`src/rtl/sag_pkg.sv`:
```
package sag_pkg;
  typedef enum logic [1:0] {
    RT_CACHE = 2'd0,
    RT_LOCAL = 2'd1,
    RT_NET   = 2'd2
  } route_e;

  localparam int NUM_PORTS = 3;
endpackage

```
`src/rtl/sag_desc_file.sv`:
```
module sag_desc_file #(
  parameter int NUM_DESC = 4,
  parameter int ADDR_W   = 32,
  parameter int STRIDE_W = 16,
  localparam int SEL_W   = (NUM_DESC > 1) ? $clog2(NUM_DESC) : 1
) (
  input  logic                clk,
  input  logic                rst_n,
  input  logic                wr_en,
  input  logic [SEL_W-1:0]    wr_sel,
  input  logic [ADDR_W-1:0]   wr_start,
  input  logic [ADDR_W-1:0]   wr_end,
  input  logic [STRIDE_W-1:0] wr_stride,
  input  logic                wr_descend,
  input  logic                wr_gather,
  input  logic                wr_store,
  input  logic [SEL_W-1:0]    rd_sel,
  output logic [ADDR_W-1:0]   rd_start,
  output logic [ADDR_W-1:0]   rd_end,
  output logic [STRIDE_W-1:0] rd_stride,
  output logic                rd_descend,
  output logic                rd_gather,
  output logic                rd_store
);
  typedef struct packed {
    logic [ADDR_W-1:0]   first;
    logic [ADDR_W-1:0]   limit;
    logic [STRIDE_W-1:0] step;
    logic                down;
    logic                gath;
    logic                st;
  } entry_t;

  entry_t ent [NUM_DESC];
  entry_t rd_ent;

  for (genvar g = 0; g < NUM_DESC; g++) begin : g_entry
    entry_t q;
    always_ff @(posedge clk or negedge rst_n) begin
      if (!rst_n) begin
        q <= '0;
      end else if (wr_en && (wr_sel == SEL_W'(g))) begin
        q.first <= wr_start;
        q.limit <= wr_end;
        q.step  <= wr_stride;
        q.down  <= wr_descend;
        q.gath  <= wr_gather;
        q.st    <= wr_store;
      end
    end
    assign ent[g] = q;
  end

  always_comb begin
    rd_ent = '0;
    for (int i = 0; i < NUM_DESC; i++) begin
      if (rd_sel == SEL_W'(i)) rd_ent = ent[i];
    end
  end

  assign rd_start   = rd_ent.first;
  assign rd_end     = rd_ent.limit;
  assign rd_stride  = rd_ent.step;
  assign rd_descend = rd_ent.down;
  assign rd_gather  = rd_ent.gath;
  assign rd_store   = rd_ent.st;
endmodule

```
`src/rtl/sag_stride_step.sv`:
```
module sag_stride_step #(
  parameter int ADDR_W   = 32,
  parameter int STRIDE_W = 16
) (
  input  logic [ADDR_W-1:0]   cur,
  input  logic [ADDR_W-1:0]   limit,
  input  logic [STRIDE_W-1:0] stride,
  input  logic                descend,
  output logic                in_range,
  output logic [ADDR_W-1:0]   next,
  output logic                wrap,
  output logic                zero_step
);
  logic [ADDR_W:0] ext_cur;
  logic [ADDR_W:0] ext_step;
  logic [ADDR_W:0] sum;

  assign ext_cur  = {1'b0, cur};
  assign ext_step = (ADDR_W + 1)'(stride);

  always_comb begin
    if (descend) begin
      sum      = ext_cur - ext_step;
      in_range = (cur >= limit);
    end else begin
      sum      = ext_cur + ext_step;
      in_range = (cur <= limit);
    end
  end

  assign next      = sum[ADDR_W-1:0];
  assign wrap      = sum[ADDR_W];
  assign zero_step = (stride == '0);
endmodule

```
`src/rtl/sag_router.sv`:
```
module sag_router
  import sag_pkg::*;
#(
  parameter int ADDR_W   = 32,
  parameter int NODE_W   = 4,
  parameter int NODE_LSB = 24
) (
  input  logic [ADDR_W-1:0] addr,
  input  logic              hit,
  input  logic [NODE_W-1:0] node_id,
  output route_e            route
);
  logic [NODE_W-1:0] node_field;
  assign node_field = addr[NODE_LSB +: NODE_W];

  always_comb begin
    if (hit)                        route = RT_CACHE;
    else if (node_field == node_id) route = RT_LOCAL;
    else                            route = RT_NET;
  end
endmodule

```
`src/rtl/sag_out_slot.sv`:
```
module sag_out_slot
  import sag_pkg::*;
#(
  parameter int ADDR_W = 32
) (
  input  logic                 clk,
  input  logic                 rst_n,
  input  logic                 load,
  input  logic [ADDR_W-1:0]    ld_addr,
  input  route_e               ld_route,
  input  logic                 ld_store,
  input  logic [NUM_PORTS-1:0] port_ready,
  output logic [NUM_PORTS-1:0] port_valid,
  output logic [ADDR_W-1:0]    addr,
  output logic                 store,
  output logic                 full,
  output logic                 free
);
  logic   v_q;
  route_e route_q;
  logic   fire;

  for (genvar p = 0; p < NUM_PORTS; p++) begin : g_port
    assign port_valid[p] = v_q && (route_q == route_e'(p));
  end

  assign fire = |(port_valid & port_ready);
  assign free = !v_q || fire;
  assign full = v_q;

  always_ff @(posedge clk or negedge rst_n) begin
    if (!rst_n) begin
      v_q     <= 1'b0;
      route_q <= RT_CACHE;
      addr    <= '0;
      store   <= 1'b0;
    end else if (load) begin
      v_q     <= 1'b1;
      route_q <= ld_route;
      addr    <= ld_addr;
      store   <= ld_store;
    end else if (fire) begin
      v_q <= 1'b0;
    end
  end
endmodule

```
`src/rtl/sag_top.sv`:
```
module sag_top
  import sag_pkg::*;
#(
  parameter int NUM_DESC = 4,
  parameter int ADDR_W   = 32,
  parameter int STRIDE_W = 16,
  parameter int NODE_W   = 4,
  parameter int NODE_LSB = 24,
  localparam int SEL_W   = (NUM_DESC > 1) ? $clog2(NUM_DESC) : 1
) (
  input  logic                clk,
  input  logic                rst_n,
  input  logic [NODE_W-1:0]   node_id,
  input  logic                cfg_we,
  input  logic [SEL_W-1:0]    cfg_sel,
  input  logic [ADDR_W-1:0]   cfg_start,
  input  logic [ADDR_W-1:0]   cfg_end,
  input  logic [STRIDE_W-1:0] cfg_stride,
  input  logic                cfg_descend,
  input  logic                cfg_gather,
  input  logic                cfg_store,
  input  logic                go,
  input  logic [SEL_W-1:0]    go_sel,
  output logic                busy,
  output logic                done,
  input  logic                idx_valid,
  output logic                idx_ready,
  input  logic [ADDR_W-1:0]   idx_addr,
  input  logic                idx_last,
  output logic [ADDR_W-1:0]   lkup_addr,
  input  logic                lkup_hit,
  output logic                cq_valid,
  input  logic                cq_ready,
  output logic [ADDR_W-1:0]   cq_addr,
  output logic                cq_store,
  output logic                lm_valid,
  input  logic                lm_ready,
  output logic [ADDR_W-1:0]   lm_addr,
  output logic                lm_store,
  output logic                nw_valid,
  input  logic                nw_ready,
  output logic [ADDR_W-1:0]   nw_addr,
  output logic                nw_store
);
  // descriptor read side
  logic [ADDR_W-1:0]   d_start, d_end;
  logic [STRIDE_W-1:0] d_stride;
  logic                d_descend, d_gather, d_store;

  sag_desc_file #(
    .NUM_DESC(NUM_DESC), .ADDR_W(ADDR_W), .STRIDE_W(STRIDE_W)
  ) u_desc (
    .clk(clk), .rst_n(rst_n),
    .wr_en(cfg_we), .wr_sel(cfg_sel),
    .wr_start(cfg_start), .wr_end(cfg_end), .wr_stride(cfg_stride),
    .wr_descend(cfg_descend), .wr_gather(cfg_gather), .wr_store(cfg_store),
    .rd_sel(go_sel),
    .rd_start(d_start), .rd_end(d_end), .rd_stride(d_stride),
    .rd_descend(d_descend), .rd_gather(d_gather), .rd_store(d_store)
  );

  // active stream copy, frozen at launch
  logic                run_q, fin_q, done_q;
  logic [ADDR_W-1:0]   cur_q, act_end;
  logic [STRIDE_W-1:0] act_stride;
  logic                act_descend, act_gather, act_store;

  logic [ADDR_W-1:0] step_next;
  logic              step_in_range, step_wrap, step_zero;

  sag_stride_step #(.ADDR_W(ADDR_W), .STRIDE_W(STRIDE_W)) u_step (
    .cur(cur_q), .limit(act_end), .stride(act_stride), .descend(act_descend),
    .in_range(step_in_range), .next(step_next), .wrap(step_wrap),
    .zero_step(step_zero)
  );

  logic              exhausted, cand_valid, advance, finish_now, go_take;
  logic [ADDR_W-1:0] cand_addr;
  route_e            cand_route;
  logic              slot_free, slot_full;
  logic [NUM_PORTS-1:0] pv, pr;
  logic [ADDR_W-1:0] slot_addr;
  logic              slot_store;

  assign exhausted  = fin_q || (!act_gather && !step_in_range);
  assign cand_addr  = act_gather ? idx_addr : cur_q;
  assign cand_valid = run_q && !exhausted && (!act_gather || idx_valid);
  assign advance    = cand_valid && slot_free;
  assign finish_now = run_q && exhausted && !slot_full;
  assign go_take    = go && !run_q;

  assign lkup_addr = cand_addr;
  assign idx_ready = run_q && act_gather && !fin_q && slot_free;

  sag_router #(.ADDR_W(ADDR_W), .NODE_W(NODE_W), .NODE_LSB(NODE_LSB)) u_route (
    .addr(cand_addr), .hit(lkup_hit), .node_id(node_id), .route(cand_route)
  );

  always_ff @(posedge clk or negedge rst_n) begin
    if (!rst_n) begin
      run_q       <= 1'b0;
      fin_q       <= 1'b0;
      done_q      <= 1'b0;
      cur_q       <= '0;
      act_end     <= '0;
      act_stride  <= '0;
      act_descend <= 1'b0;
      act_gather  <= 1'b0;
      act_store   <= 1'b0;
    end else begin
      done_q <= finish_now;
      if (go_take) begin
        run_q       <= 1'b1;
        fin_q       <= 1'b0;
        cur_q       <= d_start;
        act_end     <= d_end;
        act_stride  <= d_stride;
        act_descend <= d_descend;
        act_gather  <= d_gather;
        act_store   <= d_store;
      end else if (run_q) begin
        if (advance && !act_gather) begin
          cur_q <= step_next;
          if (step_wrap || step_zero) fin_q <= 1'b1;
        end
        if (advance && act_gather && idx_last) fin_q <= 1'b1;
        if (finish_now) run_q <= 1'b0;
      end
    end
  end

  assign pr = {nw_ready, lm_ready, cq_ready};

  sag_out_slot #(.ADDR_W(ADDR_W)) u_slot (
    .clk(clk), .rst_n(rst_n),
    .load(advance), .ld_addr(cand_addr), .ld_route(cand_route),
    .ld_store(act_store),
    .port_ready(pr), .port_valid(pv),
    .addr(slot_addr), .store(slot_store),
    .full(slot_full), .free(slot_free)
  );

  assign cq_valid = pv[RT_CACHE];
  assign lm_valid = pv[RT_LOCAL];
  assign nw_valid = pv[RT_NET];
  assign cq_addr  = slot_addr;
  assign lm_addr  = slot_addr;
  assign nw_addr  = slot_addr;
  assign cq_store = slot_store;
  assign lm_store = slot_store;
  assign nw_store = slot_store;

  assign busy = run_q;
  assign done = done_q;
endmodule

```
`config.mk`:
```
export PLATFORM = sky130hd
export DESIGN_NAME = sag_top
export DESIGN_NICKNAME = d
export VERILOG_FILES = /design/src/rtl/sag_pkg.sv /design/src/rtl/sag_desc_file.sv /design/src/rtl/sag_stride_step.sv /design/src/rtl/sag_router.sv /design/src/rtl/sag_out_slot.sv /design/src/rtl/sag_top.sv
export SDC_FILE = /design/constraint.sdc
export NUM_CORES = 1
export LEC_CHECK = 0
export BUFFER_PORTS_ARGS = -buffer_cell sky130_fd_sc_hd__buf_2
export CAP_MARGIN = 20
export CORE_ASPECT_RATIO = 1.2
export CORE_MARGIN = 5
export CORE_UTILIZATION = 35
export DETAILED_ROUTE_END_ITERATION = 12
export GPL_ROUTABILITY_DRIVEN = 0
export GPL_TIMING_DRIVEN = 0
export SLEW_MARGIN = 10
export SYNTH_ARGS = -nofsm -noshare
export SYNTH_HDL_FRONTEND = slang
export SYNTH_HIERARCHICAL = 1
export SYNTH_SLANG_ARGS = --single-unit
export TNS_END_PERCENT = 5
```
`constraint.sdc`:
```
create_clock -name clk -period 10.6 [get_ports clk]
set_input_delay 3.18 -clock clk [delete_from_list [all_inputs] [get_ports clk]]
set_output_delay 3.18 -clock clk [all_outputs]
set_load 0.05 [all_outputs]
```
==> results.py <==
metrics = {
    "run_status": {
        "outcome": "finished, final reports clean",
    },
    "routing": {
        "viasPerCell": 5.11,
        "wl_per_cell_um": 21.4,
        "final_antenna_net_count": 0,
        "drt-total-wl_um": 64200,
        "first_pass_iters": 5,
        "drt_iter0_drc": 724,
        "drcViolationCount": 0,
        "vias": 15300,
    },
    "grt": {
        "gr-total-overflow": 0,
        "grt_usage": 0.176,
        "grt_start_max_net_pins": 116,
        "grt_pass1_vias": 16400,
        "antenna_found_initial": 12,
        "grt_pass1_wl_um": 99000,
    },
    "setup_path": {
        "worst_ep_arrival_time_ps": 4390,
        "cp_common_cell": "buf_2",
        "required_ps": 7420,
        "critPathBufInv": 2,
        "cp_max_fo": 4,
        "cp_slowest_cell": "o211ai_1",
        "start_kind": "input port",
        "cp-end-kind": "output port",
        "r2r_slack_ps": 6210,
        "critical-path-max-stage-delay_ps": 450,
        "critPathKind": "input port to output port",
        "crit_family": "compound AO/OA/AOI/OAI gates",
        "path_cells": "buf_2, mux2i_1, o211ai_1, nand3b_4, nor2_1, buf_2",
    },
    "floorplanning": {
        "num_rows": 103,
        "start_util": 0.354,
        "chipWidth_um": 246,
        "die_h_um": 293,
        "num_io_pins": 270,
        "die-area_um2": 72000,
        "core_region_area_um2": 66000,
    },
    "synthesis": {
        "synth_flop_cell": "dfrtp_1",
        "async_flop_share": 1.00,
        "syn_avg_cell_area_um2": 13.4,
        "synthCells": 1743,
        "yosys.area.top_type_share": 0.487,
        "yosysWarnings": 6,
        "synth-seq-area-share": 0.487,
        "synthesis.area_um2": 23300,
        "yosysMostFrequentCell": "dfrtp_1",
        "synth_cell_type_count": 71,
        "netlist_top_cells_count": "dfrtp_1, mux2_2, nand2_1",
        "synth_largest_area_cell": "dfrtp_1",
        "ys_top_cells_by_area": "dfrtp_1, mux2_2, mux4_2",
        "synth-edff-count": 0,
        "ys_ff_latch": 454,
        "synth_nets": 1943,
    },
    "cts": {
        "postCtsSetupBuffers": 0,
        "clock_path_buffers": 3,
        "root_buffer": "clkbuf_16",
        "ctsResizeCount": 0,
        "postCtsHoldBufs": 0,
        "numCtsBuffers": 49,
        "cts_max_level": 2,
        "cts_tree": "built",
        "path_clk_slew_ps": 60,
        "clock_latency_ps": 580,
        "numClockSinks": 454,
    },
    "cells_and_area": {
        "drive_gt1_frac": 0.509,
        "syn2layout_area_growth_pct": 18.7,
        "fin_util": 0.420,
        "stdcell_count": 3001,
        "nets": 2265,
    },
    "sta": {
        "rsz0062_at_grt": "no",
        "period_share": 0.714,
        "fin_tns_setup_ps": 0,
        "slew_violations": 0,
        "fmax_mhz": 132,
        "fin_skew_ps": 20.7,
        "setup_viol": 0,
        "min_period_ps": 7570,
        "hold_viol_final": 0,
        "max_slew_margin": 0.252,
        "tightest_slew_ps": 1120,
    },
    "pwr": {
        "power_density_nw_per_um2": 337,
        "ir_drop_mv": 0.244,
        "p_total_mw": 9.35,
        "p_leak_nw": 12.4,
    },
    "worst_hold_path": {
        "holdCritPathClass": "flip-flop to flip-flop",
    },
    "place": {
        "dpl.hpwl_um": 47900,
        "port_buffers": 267,
        "dp_cells": 2906,
    },
    "run": {
        "drv_cap": 0,
    },
}
[where the power goes]
group	switching [mW]	internal, mW	total, mW
clock	0.718	1.17	1.89
sequential	0.442	2.22	2.66
combinational	2.88	1.91	4.79
total	4.04	5.31	9.35
[stage by stage]
stage	hold slack (ps)	cell area [µm²]	setup slack, ps
floorplan	474	23300	3150
global placement	481	25800	-2580
detailed placement	487	25900	3010
CTS	501	27700	3010
global route	510	27700	3000
finish	500	27700	3030
[registers in the layout (all words and copies together) (netlist names), 2 cells and up]
signal,count
act_stride,16
u_slot/route_q,2
act_end,32
u_desc/ent,332
cur_q,32
u_slot/addr,32
[path summary, 6_finish.rpt]
| path | startpoint | depth (start not counted) | to |
|---|---|---|---|
| max | lm_ready | 6 | idx_ready |
| min | u_desc/ent[158]$_DFFE_PN0P_ | 1 | u_desc/ent[158]$_DFFE_PN0P_ |
| max reg2reg | act_stride[6]$_DFFE_PN0P_ | 16 | fin_q$_DFFE_PN0P_ |
| min reg2reg | u_desc/ent[158]$_DFFE_PN0P_ | 1 | u_desc/ent[158]$_DFFE_PN0P_ |
| max in group asynchronous | rst_n | 4 | act_end[16]$_DFFE_PN0P_ |
| min in group asynchronous | rst_n | 1 | u_desc/ent[88]$_DFFE_PN0P_ |
[cell usage in the layout, fill, tap and decap left out, drive strengths merged, types with 3 or more instances in the layout]
master	instances
buf	425
nand4	17
nand3	5
dfrtp	454
nand2	98
and3b	3
o21bai	3
ha	66
nand3b	4
mux4	83
diode	3
nor2b	6
clkinv	9
inv	47
and2	3
o21ai	23
and3	3
nor2	67
nand2b	12
a31oi	41
nor3	11
or2	15
o21a	7
xnor2	30
clkbuf	79
nor4	4
a21o	27
mux2i	3
bufinv	9
xor2	11
mux2	450
a211oi	3
a21oi	52
o211ai	6
[final cells by class]
type / instances / area, µm²
diodes: 3 / 7.51
plain buffers: 161 / 1200
flip-flops and latches: 454 / 11400
multi-input cells: 1083 / 10600
clock inverters: 20 / 340
clock buffers: 72 / 1460
inverters: 45 / 169
fillers: 6242 / 38300
well taps: 892 / 1120
repair buffers: 271 / 1460
[kinds of logic (layout without fill, tap and decap cells)]
| group | count (synthesis) | in the layout | synth area share |
|---|---|---|---|
| simple gates | 254 | 254 | 0.0525 |
| xor+xnor | 41 | 41 | 0.0154 |
| fa+ha+maj | 67 | 67 | 0.0362 |
| buf+inv | 206 | 569 | 0.0585 |
| other cells | 0 | 3 | 0 |
| mux | 536 | 536 | 0.298 |
| compound gates | 185 | 185 | 0.0525 |
| flops | 454 | 454 | 0.487 |
[routing by layer]
layer,track usage,share of wire
met1,0.217,0.40
met4,0.0508,0.028
met2,0.321,0.52
met3,0.0277,0.043
met5,0,0.0010
Note: power is estimated with default switching activity, not from simulation.
